## config.mk

```make
export PLATFORM = sky130hd
export DESIGN_NAME = vaw_top
export DESIGN_NICKNAME = d
export VERILOG_FILES = /design/src/rtl/vaw_pkg.sv /design/src/rtl/vaw_classify.sv /design/src/rtl/vaw_index_sel.sv /design/src/rtl/vaw_leaf_perm.sv /design/src/rtl/vaw_top.sv
export SDC_FILE = /design/constraint.sdc
export NUM_CORES = 1
export LEC_CHECK = 0
export BUFFER_PORTS_ARGS = -buffer_cell sky130_fd_sc_hd__buf_4
export CORE_AREA = 8 8 150 138
export CTS_CLUSTER_DIAMETER = 100
export DETAILED_ROUTE_END_ITERATION = 8
export DIE_AREA = 0 0 158 146
export PLACE_DENSITY = 0.75
export SYNTH_ARGS = -nofsm -noshare
export SYNTH_HDL_FRONTEND = slang
export SYNTH_SLANG_ARGS = --single-unit
```

## constraint.sdc

```tcl
create_clock -name clk -period 9.85 [get_ports clk]
set_clock_uncertainty 0.15 [all_clocks]
set_input_delay 0.985 -clock clk [delete_from_list [all_inputs] [get_ports clk]]
set_output_delay 0.985 -clock clk [all_outputs]
set_load 0.02 [all_outputs]
```

## src/rtl/vaw_pkg.sv

```systemverilog
// Shared definitions for the virtual address walker.
// Assumes 64-bit table entries; the field positions below are behavioural.
package vaw_pkg;
    localparam int PTE_VALID_BIT = 0;
    localparam int PTE_FO_BASE   = 1;   // fault-on read/write/exec at 1,2,3
    localparam int PTE_RD_BASE   = 8;   // read enable for mode 0, shifted by mode
    localparam int PTE_WR_BASE   = 12;  // write enable for mode 0, shifted by mode
    localparam int PTE_PFN_LSB   = 32;

    localparam int ACC_RD = 0;
    localparam int ACC_WR = 1;
    localparam int ACC_EX = 2;

    typedef enum logic [2:0] {
        FLT_NONE     = 3'd0,
        FLT_INVALID  = 3'd1,
        FLT_ACCESS   = 3'd2,
        FLT_ON_READ  = 3'd3,
        FLT_ON_WRITE = 3'd4,
        FLT_ON_EXEC  = 3'd5
    } vaw_fault_e;

    typedef enum logic [1:0] {
        ST_IDLE  = 2'd0,
        ST_ISSUE = 2'd1,
        ST_WAIT  = 2'd2
    } vaw_state_e;
endpackage

```

## src/rtl/vaw_classify.sv

```systemverilog
// Address classifier: checks sign extension above the implemented virtual
// bits, detects the direct-mapped superpage window, and forms its page.
// Assumes VA_BITS > SEG_LSB + 2 and SUPER_RELOC_BIT < 64.
module vaw_classify #(
    parameter int VA_BITS         = 44,
    parameter int PAGE_BITS       = 13,
    parameter int SEG_LSB         = 41,
    parameter int SUPER_PA_BITS   = 40,
    parameter int SUPER_RELOC_BIT = 43
) (
    input  logic [63:0] va,
    output logic        addr_ok,
    output logic        is_super,
    output logic [63:0] super_pa
);
    localparam int TOP_W = 64 - VA_BITS + 1;

    logic [TOP_W-1:0] top_bits;

    // Upper bits must all copy the highest implemented bit.
    always_comb begin
        top_bits = va[63:VA_BITS-1];
        addr_ok  = (&top_bits) | ~(|top_bits);
    end

    // Superpage window: negative address with segment code binary 10.
    always_comb begin
        is_super = va[63] && (va[SEG_LSB+1:SEG_LSB] == 2'b10);
    end

    // Direct map: low bits kept, one bit relocated, offset cleared.
    always_comb begin
        super_pa                         = '0;
        super_pa[SUPER_PA_BITS-1:0]      = va[SUPER_PA_BITS-1:0];
        super_pa[SUPER_RELOC_BIT]        = va[SUPER_PA_BITS];
        super_pa[PAGE_BITS-1:0]          = '0;
    end
endmodule

```

## src/rtl/vaw_index_sel.sv

```systemverilog
// Selects the table index for the current walk level and forms the
// byte address of the entry. Level 0 uses the most significant field.
module vaw_index_sel #(
    parameter int PAGE_BITS = 13,
    parameter int IDX_BITS  = 10,
    parameter int LEVELS    = 3,
    parameter int LVL_W     = 2
) (
    input  logic [63:0]      va,
    input  logic [LVL_W-1:0] lvl,
    input  logic [63:0]      tbase,
    output logic [63:0]      entry_addr
);
    localparam int ENTRY_LOG = 3;

    logic [IDX_BITS-1:0] idx_lv [LEVELS];
    logic [IDX_BITS-1:0] idx_sel;

    generate
        for (genvar g = 0; g < LEVELS; g++) begin : g_lvl
            localparam int LSB = PAGE_BITS + IDX_BITS * (LEVELS - 1 - g);
            assign idx_lv[g] = va[LSB +: IDX_BITS];
        end
    endgenerate

    // Pick the field of the active level and scale by the entry size.
    always_comb begin
        idx_sel = '0;
        for (int l = 0; l < LEVELS; l++) begin
            if (lvl == LVL_W'(l)) idx_sel = idx_lv[l];
        end
        entry_addr = tbase + (64'(idx_sel) << ENTRY_LOG);
    end
endmodule

```

## src/rtl/vaw_leaf_perm.sv

```systemverilog
// Evaluates the final-level entry: grants by mode-shifted enable bits,
// removes rights through the fault-on bits, and picks the fault code.
// Assumes MODE_BITS small enough that both enable groups fit in bits 8..15.
module vaw_leaf_perm
    import vaw_pkg::*;
#(
    parameter int MODE_BITS = 2
) (
    input  logic [63:0]          pte,
    input  logic [MODE_BITS-1:0] mode,
    input  logic [2:0]           need,
    output logic [2:0]           perm,
    output vaw_fault_e           fault
);
    logic [5:0] rd_pos;
    logic [5:0] wr_pos;
    logic [2:0] grant;
    logic [2:0] keep;

    // Granted set from the enable bits of the requesting mode.
    always_comb begin
        rd_pos = 6'(PTE_RD_BASE) + 6'(mode);
        wr_pos = 6'(PTE_WR_BASE) + 6'(mode);
        grant  = {pte[rd_pos], pte[wr_pos], pte[rd_pos]};
        keep   = grant & ~pte[PTE_FO_BASE +: 3];
        perm   = keep;
    end

    // Access violation first, then fault-on in exec/write/read order.
    always_comb begin
        fault = FLT_NONE;
        if (need != 3'b000 && (grant & need) == 3'b000) begin
            fault = FLT_ACCESS;
        end else if (need != 3'b000 && (keep & need) == 3'b000) begin
            if (need[ACC_EX])      fault = FLT_ON_EXEC;
            else if (need[ACC_WR]) fault = FLT_ON_WRITE;
            else                   fault = FLT_ON_READ;
        end
    end
endmodule

```

## src/rtl/vaw_top.sv

```systemverilog
// Three-level page table walker. Accepts one request at a time; superpage
// and malformed addresses finish in one cycle, others walk through a single
// read port with one outstanding read. Results hold until the next strobe.
// Assumes ptbr is stable at acceptance and memory answers each read once.
module vaw_top
    import vaw_pkg::*;
#(
    parameter int VA_BITS   = 44,
    parameter int PAGE_BITS = 13,
    parameter int IDX_BITS  = 10,
    parameter int LEVELS    = 3,
    parameter int MODE_BITS = 2
) (
    input  logic                 clk,
    input  logic                 rst_n,
    input  logic                 req_valid,
    output logic                 req_ready,
    input  logic [63:0]          req_va,
    input  logic [MODE_BITS-1:0] req_mode,
    input  logic [2:0]           req_need,
    input  logic [63:0]          ptbr,
    output logic                 mem_req_valid,
    input  logic                 mem_req_ready,
    output logic [63:0]          mem_req_addr,
    input  logic                 mem_rsp_valid,
    input  logic [63:0]          mem_rsp_data,
    output logic                 done,
    output logic [2:0]           fault,
    output logic [63:0]          pa_page,
    output logic [2:0]           perm
);
    localparam int LVL_W = (LEVELS > 1) ? $clog2(LEVELS) : 1;
    localparam logic [LVL_W-1:0] LAST_LVL = LVL_W'(LEVELS - 1);

    vaw_state_e           state_q, state_d;
    logic [LVL_W-1:0]     lvl_q;
    logic [63:0]          va_q;
    logic [MODE_BITS-1:0] mode_q;
    logic [2:0]           need_q;
    logic [63:0]          tbase_q;
    logic                 done_q;
    vaw_fault_e           fault_q;
    logic [63:0]          pa_q;
    logic [2:0]           perm_q;

    logic                 addr_ok, is_super;
    logic [63:0]          super_pa, entry_addr, next_base;
    logic [2:0]           leaf_perm;
    vaw_fault_e           leaf_fault;

    logic                 take, descend, fin;
    vaw_fault_e           fin_fault;
    logic [63:0]          fin_pa;
    logic [2:0]           fin_perm;

    vaw_classify #(
        .VA_BITS   (VA_BITS),
        .PAGE_BITS (PAGE_BITS)
    ) u_classify (
        .va       (req_va),
        .addr_ok  (addr_ok),
        .is_super (is_super),
        .super_pa (super_pa)
    );

    vaw_index_sel #(
        .PAGE_BITS (PAGE_BITS),
        .IDX_BITS  (IDX_BITS),
        .LEVELS    (LEVELS),
        .LVL_W     (LVL_W)
    ) u_index (
        .va         (va_q),
        .lvl        (lvl_q),
        .tbase      (tbase_q),
        .entry_addr (entry_addr)
    );

    vaw_leaf_perm #(
        .MODE_BITS (MODE_BITS)
    ) u_leaf (
        .pte   (mem_rsp_data),
        .mode  (mode_q),
        .need  (need_q),
        .perm  (leaf_perm),
        .fault (leaf_fault)
    );

    // Next table or final page address from the fetched entry.
    always_comb begin
        next_base = 64'(mem_rsp_data[63:PTE_PFN_LSB]) << PAGE_BITS;
    end

    // Walk control: decide acceptance, descent and completion each cycle.
    always_comb begin
        state_d   = state_q;
        take      = 1'b0;
        descend   = 1'b0;
        fin       = 1'b0;
        fin_fault = FLT_NONE;
        fin_pa    = '0;
        fin_perm  = '0;
        unique case (state_q)
            ST_IDLE: begin
                if (req_valid) begin
                    take = 1'b1;
                    if (!addr_ok) begin
                        fin       = 1'b1;
                        fin_fault = FLT_ACCESS;
                    end else if (is_super) begin
                        fin = 1'b1;
                        if (req_mode == '0) begin
                            fin_pa   = super_pa;
                            fin_perm = 3'b111;
                        end else begin
                            fin_fault = FLT_ACCESS;
                        end
                    end else begin
                        state_d = ST_ISSUE;
                    end
                end
            end
            ST_ISSUE: begin
                if (mem_req_ready) state_d = ST_WAIT;
            end
            ST_WAIT: begin
                if (mem_rsp_valid) begin
                    if (!mem_rsp_data[PTE_VALID_BIT]) begin
                        fin       = 1'b1;
                        fin_fault = FLT_INVALID;
                        state_d   = ST_IDLE;
                    end else if (lvl_q != LAST_LVL) begin
                        if (!mem_rsp_data[PTE_RD_BASE]) begin
                            fin       = 1'b1;
                            fin_fault = FLT_ACCESS;
                            state_d   = ST_IDLE;
                        end else begin
                            descend = 1'b1;
                            state_d = ST_ISSUE;
                        end
                    end else begin
                        fin       = 1'b1;
                        fin_fault = leaf_fault;
                        state_d   = ST_IDLE;
                        if (leaf_fault == FLT_NONE) begin
                            fin_pa   = next_base;
                            fin_perm = leaf_perm;
                        end
                    end
                end
            end
            default: state_d = ST_IDLE;
        endcase
    end

    // Register walk context, results and the completion strobe.
    always_ff @(posedge clk) begin
        if (!rst_n) begin
            state_q <= ST_IDLE;
            lvl_q   <= '0;
            va_q    <= '0;
            mode_q  <= '0;
            need_q  <= '0;
            tbase_q <= '0;
            done_q  <= 1'b0;
            fault_q <= FLT_NONE;
            pa_q    <= '0;
            perm_q  <= '0;
        end else begin
            state_q <= state_d;
            done_q  <= fin;
            if (take) begin
                va_q    <= req_va;
                mode_q  <= req_mode;
                need_q  <= req_need;
                lvl_q   <= '0;
                tbase_q <= ptbr;
            end
            if (descend) begin
                tbase_q <= next_base;
                lvl_q   <= lvl_q + 1'b1;
            end
            if (fin) begin
                fault_q <= fin_fault;
                pa_q    <= fin_pa;
                perm_q  <= fin_perm;
            end
        end
    end

    // Drive ports from state and registered results.
    always_comb begin
        req_ready     = (state_q == ST_IDLE);
        mem_req_valid = (state_q == ST_ISSUE);
        mem_req_addr  = entry_addr;
        done          = done_q;
        fault         = fault_q;
        pa_page       = pa_q;
        perm          = perm_q;
    end
endmodule

```

== Word-level counts from Yosys, hierarchy flattened ==
Cells that the tools add are included.

* Reductions and logical operators: 15
* Mux-type cells: 66
* Equality and inequality tests: 11
* Order comparisons: 2
* Bitwise operators: 7
* $add $sub $neg: 4

{| class="wikitable"
|+ Operator list
! kind !! count
|-
| 45-bit 2-to-1 mux || 6
|-
| 44-bit 2-to-1 mux || 4
|-
| 45-bit one-hot mux with 2 select lines || 1
|-
| 64-bit by 13-bit adder with 64-bit output || 1
|-
| 3-bit 2-to-1 mux || 15
|-
| 10-bit 2-to-1 mux || 3
|-
| 2-bit 2-to-1 mux || 14
|-
| 21-bit AND reduction || 1
|-
| 21-bit OR reduction || 1
|-
| 1-bit 2-to-1 mux || 17
|-
| 6-bit by 7-bit < comparator with 1-bit output, second input constant || 2
|-
| 1-bit binary-select mux with 6-bit select || 2
|-
| 3-bit one-hot mux with 2 select lines || 2
|-
| 4-bit by 2-bit adder with 5-bit output, first input constant || 2
|-
| 3-bit bitwise AND || 3
|-
| 3-bit zero test || 3
|-
| 2-bit inequality test, second input constant || 4
|-
| 2-bit == test, second input constant || 3
|-
| 2-bit zero test || 3
|-
| 2-bit one-hot mux with 3 select lines || 1
|-
| 5-bit AND reduction || 1
|-
| 2-bit by 1-bit == test with 1-bit output, second input constant || 2
|-
| 2-bit by 1-bit inequality test with 1-bit output, second input constant || 2
|-
| 1-bit logical AND || 3
|-
| 8 further kinds || 9
|}

* Input port bits: 202
* Logic and storage cells: 116
* Output and inout bits: 137
* Bits in registers: 187

== Depth between registers and ports, before layout ==
* Word-level depth: 15
* Depth in mapped cells: 16
* Gate-level depth less buffers: 15

== Cells and area by module ==
A second synthesis with hierarchy kept.

* Cell total of the unflattened synthesis: 1435
* Area total of the unflattened synthesis: 11649.9 sq um

{| class="wikitable"
|+ By module, submodules not included
! module !! times used !! cells each !! sequential area each (sq um) !! area each (sq um)
|-
| vaw_top || 1 || 1045 || 4164.0 || 8978.6
|-
| vaw_index_sel || 1 || 282 || 0.0 || 1870.5
|-
| vaw_classify || 1 || 82 || 0.0 || 604.3
|-
| vaw_leaf_perm || 1 || 26 || 0.0 || 196.4
|}

== Worst setup path after synthesis ==
No wires, ideal clock.

* Path type: reg2out
* Start point: reg lvl_q[0]
* End point: out mem_req_addr[35]
* Path slack: 5555 ps
* Stages on the path, launching flop included: 17
* Buffers on the path: 1
* Arrival time: 3160 ps
* Required time: 8715 ps
* Cell sequence: dfxtp_1 inv_1 ha_1 clkbuf_1 nand2_1 nor2_1 a21oi_1 o21ai_0 ha_1 inv_1 fa_1 nand2b_1 a21o_1 a21oi_1 o21bai_1 nor4_1 xor2_1

* Cells in the longest elaborated chain, start to end: 5
* Elaborated cells between the ends (all ways): 7
* Classes of those cells: 1 x add/sub; 2 x eq/ne; 3 x mux; 1 x reduce/logical

{| class="wikitable"
|+ Ends and longest elaborated chain
! element !! line !! source
|-
| start, declared || vaw_top.sv:36 || <nowiki>logic [LVL_W-1:0] lvl_q;</nowiki>
|-
| start signal, assigned || vaw_top.sv:180 || <nowiki>lvl_q <= lvl_q + 1'b1;</nowiki>
|-
| 2-bit zero test || vaw_index_sel.sv:30 || <nowiki>if (lvl == LVL_W'(l)) idx_sel = idx_lv[l];</nowiki>
|-
| 10-bit 2-to-1 mux (2 in series) || vaw_index_sel.sv:30 ||
|-
| 10-bit 2-to-1 mux (*) || vaw_index_sel.sv:30 ||
|-
| 64-bit by 13-bit adder with 64-bit output (*) || vaw_index_sel.sv:32 || <nowiki>entry_addr = tbase + (64'(idx_sel) << ENTRY_LOG);</nowiki>
|-
| end, declared || vaw_top.sv:24 || <nowiki>output logic [63:0] mem_req_addr,</nowiki>
|}

Mark *: on every way between the ends. The rest lies on a longest branch, timed or not.

== Final worst setup path ==
* Start point: reg lvl_q[1]
* End point: out mem_req_addr[49]

Same word-level chain as after synthesis.

==> results.md <==
- M1 wire length: 12500 um
- Clock share of power: 0.432
- Root Buffer Master: clkbuf_16
- FF/Latch Area: 2840 um^2
- FF-to-FF setup slack: 6.56 ns
- Lkg Pwr: 4.93 nW
- Post-Synthesis Cell Area: 7980 um^2
- Crit end category: output pin
- Combinational share of power: 0.159
- Worst R2R Start: state_q[1]$_SDFFE_PN0P_
- Initial Utilization: 0.441
- First-pass DRT Iterations: 6
- DIE AREA: 23100 um^2
- Status: complete, no violations
- Slew HR: 0.235
- MaxCap Viol Count: 0
- Crit Path Max Fanout: 20
- Met2 Routed Length: 13800 um
- Total number of vias: 8223
- First-pass GRT wire length: 44400 um
- Critical Path RT: 8.72 ns
- Post-cts resize count: 0
- Layout cells sized above 1: 0.261
- Post-CTS Setup Bufs: 0
- Starting DRT DRC Count: 546
- Hold path depth: 2
- Highest metal layer with signal wires: met4
- Final setup vio count: 0
- IO buf count: 273
- Yosys warns: 0
- Initial antenna violation count: 0
- Synth async-reset ratio: 0
- GR Overflow Total: 0
- Post-Syn Area per Cell: 7.73 um^2
- Placeable core area: 18100 um^2
- Nets: 1483
- Clk pin slew, worst setup/hold paths: 0.06 ns
- TritonCTS Sinks: 142
- Fin. max-slew vios: 0
- CTS H-tree lvls: 4
- Sw power: 432 uW
- Fill cells: 1714
- Hold/Removal Path Class: flop to flop
- Internal power: 1.09 mW
- VDD IR-drop max: 0.000118 V
- Die height: 146 um
- PwrDens: 144 nW/um^2
- Post-synth EDFFs: 0
- Critical path arrival: 4.63 ns
- Hold_buf cts: 0
- Clk_lat worst skew: 0.42 ns
- Crit path from: lvl_q[1]$_SDFFE_PN0P_
- Part of the Yosys area used for sequential elements: 0.356
- Num rows: 47
- Vias in the first global route: 7893
- Post-Synthesis Cells: 1033
- Post-Route Setup TNS: 0 ns
- Worst-case clock buffer depth: 2
- Synth unique cells: 63
- WHS: 0.300 ns
- Total Routing Usage GR: 0.247
- Synthesized flop and latch total: 142
- WS Path Type: flop to output pin
- Multi-input logic area: 4720 um^2
- Routability congestion estimate from global placement: 0.855
- Hold_sp: pa_page[23]$_SDFFE_PN0P_
- Final routed DRC violation total: 0
- Commonest non-fill, non-tap cell in the layout: nand2_1
- Tcrit/Tclk final: 0.585
- Count of final hold-check violations: 0
- Worst Max-Slew Pin Slew: 1.15 ns
- Path depth of the worst reg2reg path: 7
- Fin crit period: 5.77 ns
- Drt wl/cell: 19.5 um
- CTS tree: done
- Sw frac: 0.284
- Dpl hpwl: 22400 um
- Drt total wl: 29700 um
- Synth Flop Type: dfxtp_1
- Share of power burned in registers: 0.409
- Routed wl met3: 2890 um
- Area Growth Syn to Fin: 32.9%
- Most frequent cells in the layout: nand2_1, buf_4, dfxtp_1
- Fmax: 173 MHz
- Vias per inst: 5.39
- Maximum number of pins on one net before global-route repair: 102
- Die Width: 158 um
- Io pins: 339
- CTS buffer count: 17
- ANT nets after route: 0
- CP startpoint kind: flop
- Unrepaired setup endpoints after global routing: false
- # diodes: 0
[power by group through the flow]
| stage | Sequential, mW | Clock [mW] | Combinational [mW] |
|---|---|---|---|
| 2_1_floorplan | 0.628 | 0 | 0.135 |
| 3_3_place_gp | 0.634 | 0 | 0.238 |
| 3_5_place_dp | 0.635 | 0 | 0.242 |
| 4_1_cts | 0.622 | 0.666 | 0.243 |
| 5_1_grt | 0.625 | 0.695 | 0.261 |
| 6_report | 0.623 | 0.658 | 0.243 |
[layer usage]
layer  track usage  up-vias
li1              -     3963
met1         0.313     3851
met2         0.395      374
met3        0.0751       35
met4        0.0759        0
met5             0        -
[path summary, 6_finish.rpt]
path / endpoint
max reg2reg: pa_page[39]$_SDFFE_PN0P_
min: pa_page[23]$_SDFFE_PN0P_
max: mem_req_addr[49]
min reg2reg: pa_page[23]$_SDFFE_PN0P_
[sequential cells by signal, summed over array words and instances, names as in the netlist]
signal,cells
done,1
fault,3
lvl_q,2
mode_q,2
need_q,3
pa_page,32
perm,3
state_q,2
tbase_q,64
va_q,30
[synth_stat cells (all sizes together), types with 15 or more instances]
master / count / area [um^2]
xnor2: 28 / 245
o211a: 32 / 320
buf: 51 / 367
clkbuf: 45 / 169
a21oi: 61 / 320
nor2: 32 / 120
xor2: 31 / 272
o21ai: 17 / 85.1
a22oi: 25 / 188
a21boi: 62 / 465
nand3: 70 / 355
nand2: 288 / 1080
and3: 15 / 98.8
dfxtp: 142 / 2840
[cell families after synthesis]
group | count (synthesis) | share of synthesized area
XOR/XNOR | 59 | 0.0648
other | 1 | 0.000470
multiplexers | 3 | 0.00549
adder cells (fa/ha/maj) | 14 | 0.0229
AND/OR/NAND/NOR | 485 | 0.278
AO/OA/AOI/OAI | 222 | 0.200
buffers and inverters | 107 | 0.0723
flip-flops | 142 | 0.356
[cell type report]
cell class,count,share of cell area
clock inverter,14,0.0150
clock buffer,18,0.0414
sequential,142,0.268
tap,245,0.0289
inverter,11,0.00389
multi-input combinational,815,0.445
timing repair buffer,280,0.198
[stage by stage]
stage	setup WS (ns)	std cells	instance area [um^2]	total power, mW	util
floorplan	5.55	1064	8100	0.763	-
finish	4.08	1525	10600	1.52	0.586
CTS	4.17	1525	10600	1.53	0.586
global placement	4.73	1493	10000	0.872	0.553
detailed placement	4.62	1493	10000	0.877	0.553
global route	3.90	1525	10600	1.58	0.586
[worst max-delay path: stages, from the launching register on]
cell	delay (ns)
dfxtp_1	0.33
inv_1	0.08
ha_1	0.59
a21oi_1	0.15
o21ai_0	0.28
ha_1	0.22
inv_1	0.05
fa_1	0.40
nand2b_1	0.19
a21o_1	0.17
a21oi_1	0.50
o21ai_1	0.46
nor3_1	0.45
xor2_1	0.18
buf_4	0.16
(Power assumes the default switching activity.)
